$ cat src/rtl/tsw_pkg.sv
package tsw_pkg;

  typedef enum logic [1:0] {
    SEL_SMP  = 2'd0,
    SEL_SET  = 2'd1,
    SEL_HLD  = 2'd2,
    SEL_STAT = 2'd3
  } reg_sel_e;

  typedef enum logic [1:0] {
    B_IDLE,
    B_REQ,
    B_SETTLE,
    B_FIN
  } bus_state_e;

  typedef enum logic [3:0] {
    S_IDLE,
    S_W_SMP,
    S_W_SET0,
    S_W_HLD0,
    S_RD_BASE,
    S_W_HLD,
    S_RD_HLD,
    S_W_HLD_CLR,
    S_W_SET,
    S_RD_SET,
    S_STORE
  } seq_state_e;

endpackage

$ cat src/rtl/tsw_bus_port.sv
module tsw_bus_port #(
  parameter int DATA_W   = 5,
  parameter int SETTLE_W = 8
) (
  input  logic                 clk_i,
  input  logic                 rst_ni,
  input  logic                 op_valid_i,
  input  logic                 op_we_i,
  input  tsw_pkg::reg_sel_e    op_sel_i,
  input  logic [DATA_W-1:0]    op_wdata_i,
  input  logic [SETTLE_W-1:0]  settle_cyc_i,
  output logic                 op_done_o,
  output logic                 op_rdata_o,
  output logic                 reg_req_o,
  output logic                 reg_we_o,
  output tsw_pkg::reg_sel_e    reg_sel_o,
  output logic [DATA_W-1:0]    reg_wdata_o,
  input  logic                 reg_ack_i,
  input  logic                 reg_rdata_i
);
  import tsw_pkg::*;

  localparam int GAP_W = SETTLE_W + 1;

  bus_state_e          st_q;
  logic [SETTLE_W-1:0] cnt_q;
  logic                req_q, we_q, rdata_q;
  reg_sel_e            sel_q;
  logic [DATA_W-1:0]   wdata_q;

  always_ff @(posedge clk_i or negedge rst_ni) begin
    if (!rst_ni) begin
      st_q    <= B_IDLE;
      cnt_q   <= '0;
      req_q   <= 1'b0;
      we_q    <= 1'b0;
      sel_q   <= SEL_SMP;
      wdata_q <= '0;
      rdata_q <= 1'b0;
    end else begin
      case (st_q)
        B_IDLE: if (op_valid_i) begin
          req_q   <= 1'b1;
          we_q    <= op_we_i;
          sel_q   <= op_sel_i;
          wdata_q <= op_wdata_i;
          st_q    <= B_REQ;
        end
        B_REQ: if (reg_ack_i) begin
          req_q <= 1'b0;
          if (!we_q) rdata_q <= reg_rdata_i;
          if (we_q && settle_cyc_i != '0) begin
            cnt_q <= settle_cyc_i - SETTLE_W'(1);
            st_q  <= B_SETTLE;
          end else begin
            st_q <= B_FIN;
          end
        end
        B_SETTLE: begin
          if (cnt_q == '0) st_q <= B_FIN;
          else             cnt_q <= cnt_q - SETTLE_W'(1);
        end
        default: st_q <= B_IDLE;
      endcase
    end
  end

  assign op_done_o   = (st_q == B_FIN);
  assign op_rdata_o  = rdata_q;
  assign reg_req_o   = req_q;
  assign reg_we_o    = we_q;
  assign reg_sel_o   = sel_q;
  assign reg_wdata_o = wdata_q;

  // independent cycle count since the last acknowledged write
  logic [GAP_W-1:0] gap_q;
  always_ff @(posedge clk_i or negedge rst_ni) begin
    if (!rst_ni)                          gap_q <= '1;
    else if (req_q && reg_ack_i && we_q)  gap_q <= '0;
    else if (gap_q != '1)                 gap_q <= gap_q + GAP_W'(1);
  end


  req_hold_chk: assert property (@(posedge clk_i) disable iff (!rst_ni)
    reg_req_o && !reg_ack_i |=> reg_req_o && $stable(reg_we_o) &&
      $stable(reg_sel_o) && $stable(reg_wdata_o));


  req_drop_chk: assert property (@(posedge clk_i) disable iff (!rst_ni)
    reg_req_o && reg_ack_i |=> !reg_req_o);


  settle_gap_chk: assert property (@(posedge clk_i) disable iff (!rst_ni)
    $rose(reg_req_o) |-> gap_q >= {1'b0, settle_cyc_i});

endmodule

$ cat src/rtl/tsw_seq.sv
module tsw_seq #(
  parameter int NUM_PTS = 32,
  parameter int IDX_W   = 5,
  parameter int CODE_W  = 4,
  parameter int DATA_W  = 5
) (
  input  logic               clk_i,
  input  logic               rst_ni,
  input  logic               start_i,
  output logic               busy_o,
  output logic               done_o,
  output logic               op_valid_o,
  output logic               op_we_o,
  output tsw_pkg::reg_sel_e  op_sel_o,
  output logic [DATA_W-1:0]  op_wdata_o,
  input  logic               op_done_i,
  input  logic               op_rdata_i,
  output logic               wr_en_o,
  output logic [IDX_W-1:0]   wr_idx_o,
  output logic               wr_seek_o,
  output logic [CODE_W-1:0]  wr_setup_o,
  output logic [CODE_W-1:0]  wr_hold_o
);
  import tsw_pkg::*;

  localparam logic [IDX_W-1:0]  LAST_IDX = IDX_W'(NUM_PTS - 1);
  localparam logic [CODE_W-1:0] CODE_MAX = '1;
  localparam logic [CODE_W-1:0] CODE_ONE = CODE_W'(1);

  seq_state_e        state_q;
  logic [IDX_W-1:0]  smp_q;
  logic [CODE_W-1:0] code_q, setup_q, hold_q;
  logic              base_q, done_q;
  logic              toggled, stop;

  assign toggled = op_rdata_i != base_q;
  assign stop    = toggled || (code_q == CODE_MAX);

  always_ff @(posedge clk_i or negedge rst_ni) begin
    if (!rst_ni) begin
      state_q <= S_IDLE;
      smp_q   <= '0;
      code_q  <= '0;
      setup_q <= '0;
      hold_q  <= '0;
      base_q  <= 1'b0;
      done_q  <= 1'b0;
    end else begin
      done_q <= 1'b0;
      case (state_q)
        S_IDLE: if (start_i) begin
          smp_q   <= '0;
          state_q <= S_W_SMP;
        end
        S_W_SMP:  if (op_done_i) state_q <= S_W_SET0;
        S_W_SET0: if (op_done_i) state_q <= S_W_HLD0;
        S_W_HLD0: if (op_done_i) state_q <= S_RD_BASE;
        S_RD_BASE: if (op_done_i) begin
          base_q  <= op_rdata_i;
          code_q  <= CODE_ONE;
          state_q <= S_W_HLD;
        end
        S_W_HLD: if (op_done_i) state_q <= S_RD_HLD;
        S_RD_HLD: if (op_done_i) begin
          if (stop) begin
            hold_q  <= code_q;
            state_q <= S_W_HLD_CLR;
          end else begin
            code_q  <= code_q + CODE_ONE;
            state_q <= S_W_HLD;
          end
        end
        S_W_HLD_CLR: if (op_done_i) begin
          code_q  <= CODE_ONE;
          state_q <= S_W_SET;
        end
        S_W_SET: if (op_done_i) state_q <= S_RD_SET;
        S_RD_SET: if (op_done_i) begin
          if (stop) begin
            setup_q <= code_q;
            state_q <= S_STORE;
          end else begin
            code_q  <= code_q + CODE_ONE;
            state_q <= S_W_SET;
          end
        end
        S_STORE: begin
          if (smp_q == LAST_IDX) begin
            state_q <= S_IDLE;
            done_q  <= 1'b1;
          end else begin
            smp_q   <= smp_q + IDX_W'(1);
            state_q <= S_W_SMP;
          end
        end
        default: state_q <= S_IDLE;
      endcase
    end
  end

  always_comb begin
    op_valid_o = 1'b1;
    op_we_o    = 1'b1;
    op_sel_o   = SEL_STAT;
    op_wdata_o = '0;
    case (state_q)
      S_W_SMP:     begin op_sel_o = SEL_SMP; op_wdata_o = DATA_W'(smp_q); end
      S_W_SET0:    op_sel_o = SEL_SET;
      S_W_HLD0:    op_sel_o = SEL_HLD;
      S_W_HLD:     begin op_sel_o = SEL_HLD; op_wdata_o = DATA_W'(code_q); end
      S_W_HLD_CLR: op_sel_o = SEL_HLD;
      S_W_SET:     begin op_sel_o = SEL_SET; op_wdata_o = DATA_W'(code_q); end
      S_RD_BASE, S_RD_HLD, S_RD_SET: op_we_o = 1'b0;
      default:     begin op_valid_o = 1'b0; op_we_o = 1'b0; end
    endcase
  end

  assign busy_o     = (state_q != S_IDLE);
  assign done_o     = done_q;
  assign wr_en_o    = (state_q == S_STORE);
  assign wr_idx_o   = smp_q;
  assign wr_seek_o  = base_q;
  assign wr_setup_o = setup_q;
  assign wr_hold_o  = hold_q;


  busy_done_chk: assert property (@(posedge clk_i) disable iff (!rst_ni)
    $fell(busy_o) |-> done_o);


  done_idle_chk: assert property (@(posedge clk_i) disable iff (!rst_ni)
    done_o |-> !busy_o);


  start_ignored_chk: assert property (@(posedge clk_i) disable iff (!rst_ni)
    busy_o && start_i && wr_en_o && (wr_idx_o != LAST_IDX)
      |=> wr_idx_o == $past(wr_idx_o) + IDX_W'(1));

endmodule

$ cat src/rtl/tsw_result_array.sv
module tsw_result_array #(
  parameter int NUM_PTS = 32,
  parameter int IDX_W   = 5,
  parameter int CODE_W  = 4
) (
  input  logic              clk_i,
  input  logic              rst_ni,
  input  logic              wr_en_i,
  input  logic [IDX_W-1:0]  wr_idx_i,
  input  logic              wr_seek_i,
  input  logic [CODE_W-1:0] wr_setup_i,
  input  logic [CODE_W-1:0] wr_hold_i,
  input  logic [IDX_W-1:0]  rd_idx_i,
  output logic              rd_seek_o,
  output logic [CODE_W-1:0] rd_setup_o,
  output logic [CODE_W-1:0] rd_hold_o
);
  localparam int ENT_W = 1 + 2 * CODE_W;

  logic [ENT_W-1:0] ent_q [NUM_PTS];

  for (genvar i = 0; i < NUM_PTS; i++) begin : g_ent
    always_ff @(posedge clk_i or negedge rst_ni) begin
      if (!rst_ni)
        ent_q[i] <= '0;
      else if (wr_en_i && wr_idx_i == IDX_W'(i))
        ent_q[i] <= {wr_seek_i, wr_setup_i, wr_hold_i};
    end
  end

  assign {rd_seek_o, rd_setup_o, rd_hold_o} = ent_q[rd_idx_i];

endmodule

$ cat src/rtl/timing_sweep_ctrl.sv
module timing_sweep_ctrl #(
  parameter int NUM_PTS  = 32,
  parameter int CODE_W   = 4,
  parameter int SETTLE_W = 8,
  localparam int IDX_W   = $clog2(NUM_PTS),
  localparam int DATA_W  = (IDX_W > CODE_W) ? IDX_W : CODE_W
) (
  input  logic                clk_i,
  input  logic                rst_ni,
  input  logic                start_i,
  input  logic [SETTLE_W-1:0] settle_cyc_i,
  output logic                busy_o,
  output logic                done_o,
  output logic                reg_req_o,
  output logic                reg_we_o,
  output logic [1:0]          reg_sel_o,
  output logic [DATA_W-1:0]   reg_wdata_o,
  input  logic                reg_ack_i,
  input  logic                reg_rdata_i,
  input  logic [IDX_W-1:0]    rd_idx_i,
  output logic                rd_seek_o,
  output logic [CODE_W-1:0]   rd_setup_o,
  output logic [CODE_W-1:0]   rd_hold_o
);
  import tsw_pkg::*;

  logic              op_valid, op_we, op_done, op_rdata;
  reg_sel_e          op_sel, bus_sel;
  logic [DATA_W-1:0] op_wdata;
  logic              wr_en, wr_seek;
  logic [IDX_W-1:0]  wr_idx;
  logic [CODE_W-1:0] wr_setup, wr_hold;

  tsw_seq #(
    .NUM_PTS(NUM_PTS), .IDX_W(IDX_W), .CODE_W(CODE_W), .DATA_W(DATA_W)
  ) u_seq (
    .clk_i, .rst_ni, .start_i, .busy_o, .done_o,
    .op_valid_o(op_valid), .op_we_o(op_we), .op_sel_o(op_sel),
    .op_wdata_o(op_wdata), .op_done_i(op_done), .op_rdata_i(op_rdata),
    .wr_en_o(wr_en), .wr_idx_o(wr_idx), .wr_seek_o(wr_seek),
    .wr_setup_o(wr_setup), .wr_hold_o(wr_hold)
  );

  tsw_bus_port #(.DATA_W(DATA_W), .SETTLE_W(SETTLE_W)) u_bus (
    .clk_i, .rst_ni,
    .op_valid_i(op_valid), .op_we_i(op_we), .op_sel_i(op_sel),
    .op_wdata_i(op_wdata), .settle_cyc_i,
    .op_done_o(op_done), .op_rdata_o(op_rdata),
    .reg_req_o, .reg_we_o, .reg_sel_o(bus_sel), .reg_wdata_o,
    .reg_ack_i, .reg_rdata_i
  );

  assign reg_sel_o = bus_sel;

  tsw_result_array #(.NUM_PTS(NUM_PTS), .IDX_W(IDX_W), .CODE_W(CODE_W)) u_arr (
    .clk_i, .rst_ni,
    .wr_en_i(wr_en), .wr_idx_i(wr_idx), .wr_seek_i(wr_seek),
    .wr_setup_i(wr_setup), .wr_hold_i(wr_hold),
    .rd_idx_i, .rd_seek_o, .rd_setup_o, .rd_hold_o
  );

  // last acknowledged delay codes, seen from the register port
  logic [DATA_W-1:0] last_set_q, last_hld_q;
  logic              wr_ack;
  assign wr_ack = reg_req_o && reg_ack_i && reg_we_o;

  always_ff @(posedge clk_i or negedge rst_ni) begin
    if (!rst_ni) begin
      last_set_q <= '0;
      last_hld_q <= '0;
    end else if (wr_ack) begin
      if (bus_sel == SEL_SET) last_set_q <= reg_wdata_o;
      if (bus_sel == SEL_HLD) last_hld_q <= reg_wdata_o;
    end
  end


  hold_alone_chk: assert property (@(posedge clk_i) disable iff (!rst_ni)
    reg_req_o && reg_we_o && bus_sel == SEL_HLD && reg_wdata_o != '0
      |-> last_set_q == '0);


  setup_alone_chk: assert property (@(posedge clk_i) disable iff (!rst_ni)
    reg_req_o && reg_we_o && bus_sel == SEL_SET && reg_wdata_o != '0
      |-> last_hld_q == '0);


  code_range_chk: assert property (@(posedge clk_i) disable iff (!rst_ni)
    reg_req_o && reg_we_o && bus_sel != SEL_SMP |-> reg_wdata_o < DATA_W'(16));

endmodule

$ cat config.mk
export PLATFORM = sky130hd
export DESIGN_NAME = timing_sweep_ctrl
export DESIGN_NICKNAME = d
export VERILOG_FILES = /design/src/rtl/tsw_pkg.sv /design/src/rtl/tsw_bus_port.sv /design/src/rtl/tsw_seq.sv /design/src/rtl/tsw_result_array.sv /design/src/rtl/timing_sweep_ctrl.sv
export SDC_FILE = /design/constraint.sdc
export NUM_CORES = 1
export LEC_CHECK = 0
export ABC_AREA = 1
export ABC_CLOCK_PERIOD_IN_PS = 4350
export BUFFER_PORTS_ARGS = -buffer_cell sky130_fd_sc_hd__buf_4
export CAP_MARGIN = 20
export CORE_UTILIZATION = 68
export CTS_CLUSTER_SIZE = 30
export DETAILED_ROUTE_END_ITERATION = 16
export PLACE_DENSITY_LB_ADDON = 0.05
export SYNTH_ARGS = -nofsm -noshare
export SYNTH_HDL_FRONTEND = slang
export SYNTH_SLANG_ARGS = --single-unit
$ cat constraint.sdc
create_clock -name clk_i -period 4.35 [get_ports clk_i]
set_clock_uncertainty 0.2 [all_clocks]
set_input_delay 0.87 -clock clk_i [delete_from_list [all_inputs] [get_ports clk_i]]
set_output_delay 0.87 -clock clk_i [all_outputs]
set_load 0.05 [all_outputs]
==> Yosys cells after proc, flatten, opt, wreduce, memory -nomap -nowiden <==
Index checks and enable logic that the tools add are counted.
{ "totals": {"input_bits": 18, "elab_cells": 222, "output_inout_bits": 20, "reg_bits": 331} }
{ "classes": {"n_bitwise": 2, "n_addsub": 4, "eq_ne": 65, "reduce_logical": 62, "magnitude_cmp": 1, "muxes": 42} }
{ "ops": {"columns": ["cell", "n"], "rows": [
  ["5-bit == test, second input constant", 16],
  ["4-bit 2-to-1 mux", 13],
  ["9-bit binary-select mux with 5-bit select", 1],
  ["4-bit case mux with 11 select lines", 1],
  ["5-bit by 4-bit == test with 1-bit output, second input constant", 8],
  ["1-bit logical AND", 33],
  ["2-bit != test, second input constant", 15],
  ["8-bit 2-to-1 mux", 3],
  ["5-bit by 3-bit == test with 1-bit output, second input constant", 4],
  ["5-bit case mux with 2 select lines", 2],
  ["9-bit 2-to-1 mux", 2],
  ["3-bit AND reduction", 6],
  ["4-bit by 3-bit == test with 1-bit output, second input constant", 4],
  ["4-bit == test, second input constant", 4],
  ["8-bit case mux with 2 select lines", 1],
  ["8-bit by 1-bit subtractor with 8-bit output, second input constant", 2],
  ["2-bit case mux with 3 select lines", 2],
  ["5-bit by 2-bit == test with 1-bit output, second input constant", 2],
  ["2-bit 2-to-1 mux", 5],
  ["5-bit 2-to-1 mux", 2],
  ["10-bit AND reduction", 1],
  ["9-bit OR reduction", 1],
  ["4-bit by 2-bit == test with 1-bit output, second input constant", 2],
  ["8-bit logical NOT", 1],
  ["other kinds (26)", 45]
]} }

==> Longest topological paths before layout <==
{ "depth": {"depth_word": 5, "ltp_mapped": 14, "mapped_depth_nobuf": 13} }

==> Cells and area by module <==
A second synthesis with hierarchy kept.
{ "unflattened": {"hier_cells": 2035, "area_unflattened_um2": 16230.6} }
{ "by_module_without_submodules": {"columns": ["mod", "seq_area_each_um2", "cells_each", "area_per_inst_um2", "instances"], "rows": [
  ["tsw_result_array", 7206.9, 1680, 13566.8, 1],
  ["tsw_bus_port", 500.5, 175, 1343.8, 1],
  ["tsw_seq", 575.6, 180, 1320.0, 1]
]} }

==> Worst setup path after synthesis <==
OpenSTA, ideal clock, no wires.
{ "synth_timing": {"kind": "input-to-output", "startpoint": "input rd_idx_i[0]", "endpoint": "output rd_setup_o[0]", "t_arrival_ps": 2325, "t_required_ps": 3280, "stages": 12, "path_buffers": 3, "slack_ps": 955, "path_cell_list": "buf_2 > inv_2 > buf_2 > buf_1 > nand2_1 > nand3_1 > nand3_1 > nand2_1 > nand2_1 > nand2_1 > nand2_1 > nand2_1"} }
{ "synth_via": {"elab_chain_cells": 4} }
{ "synth_lines": {"columns": ["item", "line", "rtl"], "rows": [
  ["from (decl)", "timing_sweep_ctrl.sv:20", "input logic [IDX_W-1:0] rd_idx_i,"],
  ["5-bit inverter with 6-bit output (not written as such)", "tsw_result_array.sv:31", "assign {rd_seek_o, rd_setup_o, rd_hold_o} = ent_q[rd_idx_i];"],
  ["9-bit binary-select mux with 5-bit select", "tsw_result_array.sv:31", null],
  ["9-bit 2-to-1 mux (not written as such) (2 in a row)", "tsw_result_array.sv:31", null],
  ["to (decl)", "timing_sweep_ctrl.sv:22", "output logic [CODE_W-1:0] rd_setup_o,"]
]} }
No other way between the ends. The select of a mux whose other input is x is not followed.

==> Worst setup path in the final report <==
{ "layout_timing": {"startpoint": "input rd_idx_i[1]", "endpoint": "output rd_hold_o[1]"} }
{ "layout_via": {"elab_chain_cells": 4} }
{ "layout_lines": {"columns": ["item", "line", "rtl"], "rows": [
  ["5-bit inverter with 6-bit output (not written as such)", "tsw_result_array.sv:31", null],
  ["9-bit binary-select mux with 5-bit select", "tsw_result_array.sv:31", null],
  ["9-bit 2-to-1 mux (not written as such) (2 in a row)", "tsw_result_array.sv:31", null],
  ["to (decl)", "timing_sweep_ctrl.sv:23", "output logic [CODE_W-1:0] rd_hold_o"]
]} }
No other way between the ends. The select of a mux whose other input is x is not followed.

==> metrics.csv <==
metric;value;unit
GP Congestion;0.9244;
Final nets;2014;
fin crit share;81.03;%
CTS tree;built;
Max Fclk;0.2837;GHz
Crit. End Element;primary output;
Worst Setup Start Kind;input port;
fin util;76.77;%
synth unique cells;37;
die area;24230;sq um
Die Width;155.7;um
mux contribution to synthesized area;0;%
Final min period;3.525;ns
hold buffers post-CTS;0;
sequential fraction of the synthesis area;51.58;%
final setup TNS;0;ns
Synth Area in Compound Gates;11.19;%
syn nets;2040;
RSZ-0062 raised after global routing;no;
Remaining Overflow, GRT;0;
Worst IR Drop VDD;0.4618;mV
Sink Count;331;
initial antenna violation count;0;
status;completed;
register bit total from synthesis;331;
routed via count;13710;
die height;155.7;um
starting density of the core;70.08;%
XOR/XNOR share of the synthesized area;0.2727;%
DR vias/cell;5.903;
core area;22920;sq um
synthesized area;16060;sq um
HPWL after DPL;26.37;mm
HP Class;in -> async;
Worst Tran Pin Value;0.8402;ns
commonest cells after routing, fill and taps aside;nand2_1 (752), dfrtp_1 (331), nand3_1 (233);
setup violators final;0;
ANT nets after route;0;
Mapped Cells;2010;
# IOs;38;
Area growth syn-to-layout;9.552;%
number of diodes;0;
total wire length;41.98;mm
WP data required;3.28;ns
fill cell count;1681;
Residual DRC;0;
DP Worst Slack;0.8628;ns
Finished Cell Area;17590;sq um
H-tree depth;2;
average size of a mapped cell;7.990;sq um
drt first pass iters;6;
starting DRC count in detailed routing;1513;
main combinational cell family by area after synthesis;simple AND/OR/NAND/NOR gates;
PnR worst setup slack;0.8253;ns
port bufs;37;
simple-gate area share of the yosys netlist;30.59;%
root buf cell;clkbuf_16;
Max Slew Vio Count;0;
share of post-route cells with drive strength above 1;9.652;%
maximum fanout along the worst path;31;
commonest non-fill, non-tap cell in the layout;nand2_1;
Post-CTS Setup Bufs;0;
row count;55;
Clk Latency, worst-skew pair;0.51;ns
vias in the first global route;13030;
Critical Path AT;2.45;ns
post-CTS sizing;0;
Synth Area in Adders;0.9349;%
All-Layer GR Usage;36.35;%
Worst slew margin;43.93;%
Final Hold Viols;0;
clk slew on worst S/H paths;0.06;ns
Max-Cap Viols;0;
area post-placement;16410;sq um
Yosys Warn Count;0;
pwr dens;458.7;nW/um^2
final hold slack;0.1800;ns
leak pwr;0.008176;uW
pin count of the biggest net entering global routing;101;
first-pass GRT wire length;68.67;mm
Crit Path Category;in -> out;
CTS Buf Count;36;
wire per inst;18.07;um
Max Root-Sink Buffers;3;
[power breakdown]
group | switching [uW] | internal [uW] | total (uW)
clock | 1230 | 1790 | 3020
sequential | 155 | 3300 | 3450
combinational | 1140 | 456 | 1590
[registers in the layout (all words and copies together), names as in the netlist, 2 cells and up]
name,cells
u_arr.ent_q,288
u_bus.cnt_q,8
u_bus.reg_sel_o,2
u_bus.reg_wdata_o,5
u_bus.st_q,2
u_seq.code_q,4
u_seq.state_q,4
u_seq.wr_hold_o,4
u_seq.wr_idx_o,5
u_seq.wr_setup_o,4
[worst max-delay path, stage by stage]
cell     delay [ns]
buf_4          0.19
inv_2          0.26
buf_12         0.24
nand3_1        0.13
nand3_1        0.11
nand2_1        0.10
nand2_1        0.11
nand2_1        0.08
nand2_1        0.08
nand2_1        0.08
buf_4          0.19
[routing by layer]
metal	global-route usage, %	part of all wire [%]
met1	51.49	43
met2	55.95	46
met3	6.528	7.9
met4	14.61	3.5
met5	0	0
[final timing paths]
| kind | slack, ns | cells after the start | start | end |
|---|---|---|---|---|
| worst max-delay path | 0.83 | 11 | rd_idx_i[1] | rd_hold_o[1] |
| worst min-delay path | 0.18 | 1 | rst_ni | u_arr.ent_q[208]$_DFFE_PN0P_ |
| worst max register to register | 1.50 | 5 | u_seq.wr_idx_o[3]$_DFFE_PN0P_ | u_arr.ent_q[195]$_DFFE_PN0P_ |
| worst min register to register | 0.28 | 2 | u_bus.reg_sel_o[0]$_DFFE_PN0P_ | u_bus.reg_sel_o[0]$_DFFE_PN0P_ |
| max in group asynchronous | 2.68 | 2 | rst_ni | u_arr.ent_q[73]$_DFFE_PN0P_ |
| min in group clk_i | 0.28 | 2 | u_bus.reg_sel_o[0]$_DFFE_PN0P_ | u_bus.reg_sel_o[0]$_DFFE_PN0P_ |
[stage by stage]
step           power (uW)  cells
5_1_grt              8443   2323
3_3_place_gp         5041   2259
2_1_floorplan        4591   2010
6_report             8070   2323
3_5_place_dp         5076   2259
4_1_cts              8081   2323
[kinds of logic (layout without fill, tap and decap cells)]
group	after synthesis	count (layout)
flops	331	331
xor+xnor	5	5
simple gates	1134	1134
buf+inv	192	192
compound gates	336	336
fa+ha+maj	12	12
[cell type report]
class | instances | area [sq um] | share of cell area (%)
flip-flops and latches | 331 | 8283 | 47.08
clock inverters | 13 | 107.6 | 0.6116
clock buffers | 51 | 1079 | 6.130
inverters | 65 | 249.0 | 1.415
well taps | 313 | 391.6 | 2.226
multi-input cells | 1487 | 6903 | 39.24
repair buffers | 63 | 580.6 | 3.300
[synthesized netlist by cell type, drive strengths merged]
library cell,count,area [sq um]
o22ai,1,6.260
o211ai,1,7.510
o31ai,2,15.01
xnor2,3,26.28
nor2,112,456.7
buf,58,367.9
nand2,762,2920
nand3b,2,15.01
nand4,11,192.7
xor2,2,17.52
o21bai,1,7.510
clkbuf,69,259.0
a22oi,4,30.03
ha,12,150.1
clkinv,6,25.02
a21oi,67,335.3
inv,59,221.5
or2,3,18.77
o21ai,260,1395
nand3,240,1289
dfrtp,331,8283
nor3,4,20.02
No activity file was read; power rests on OpenSTA's default activity.
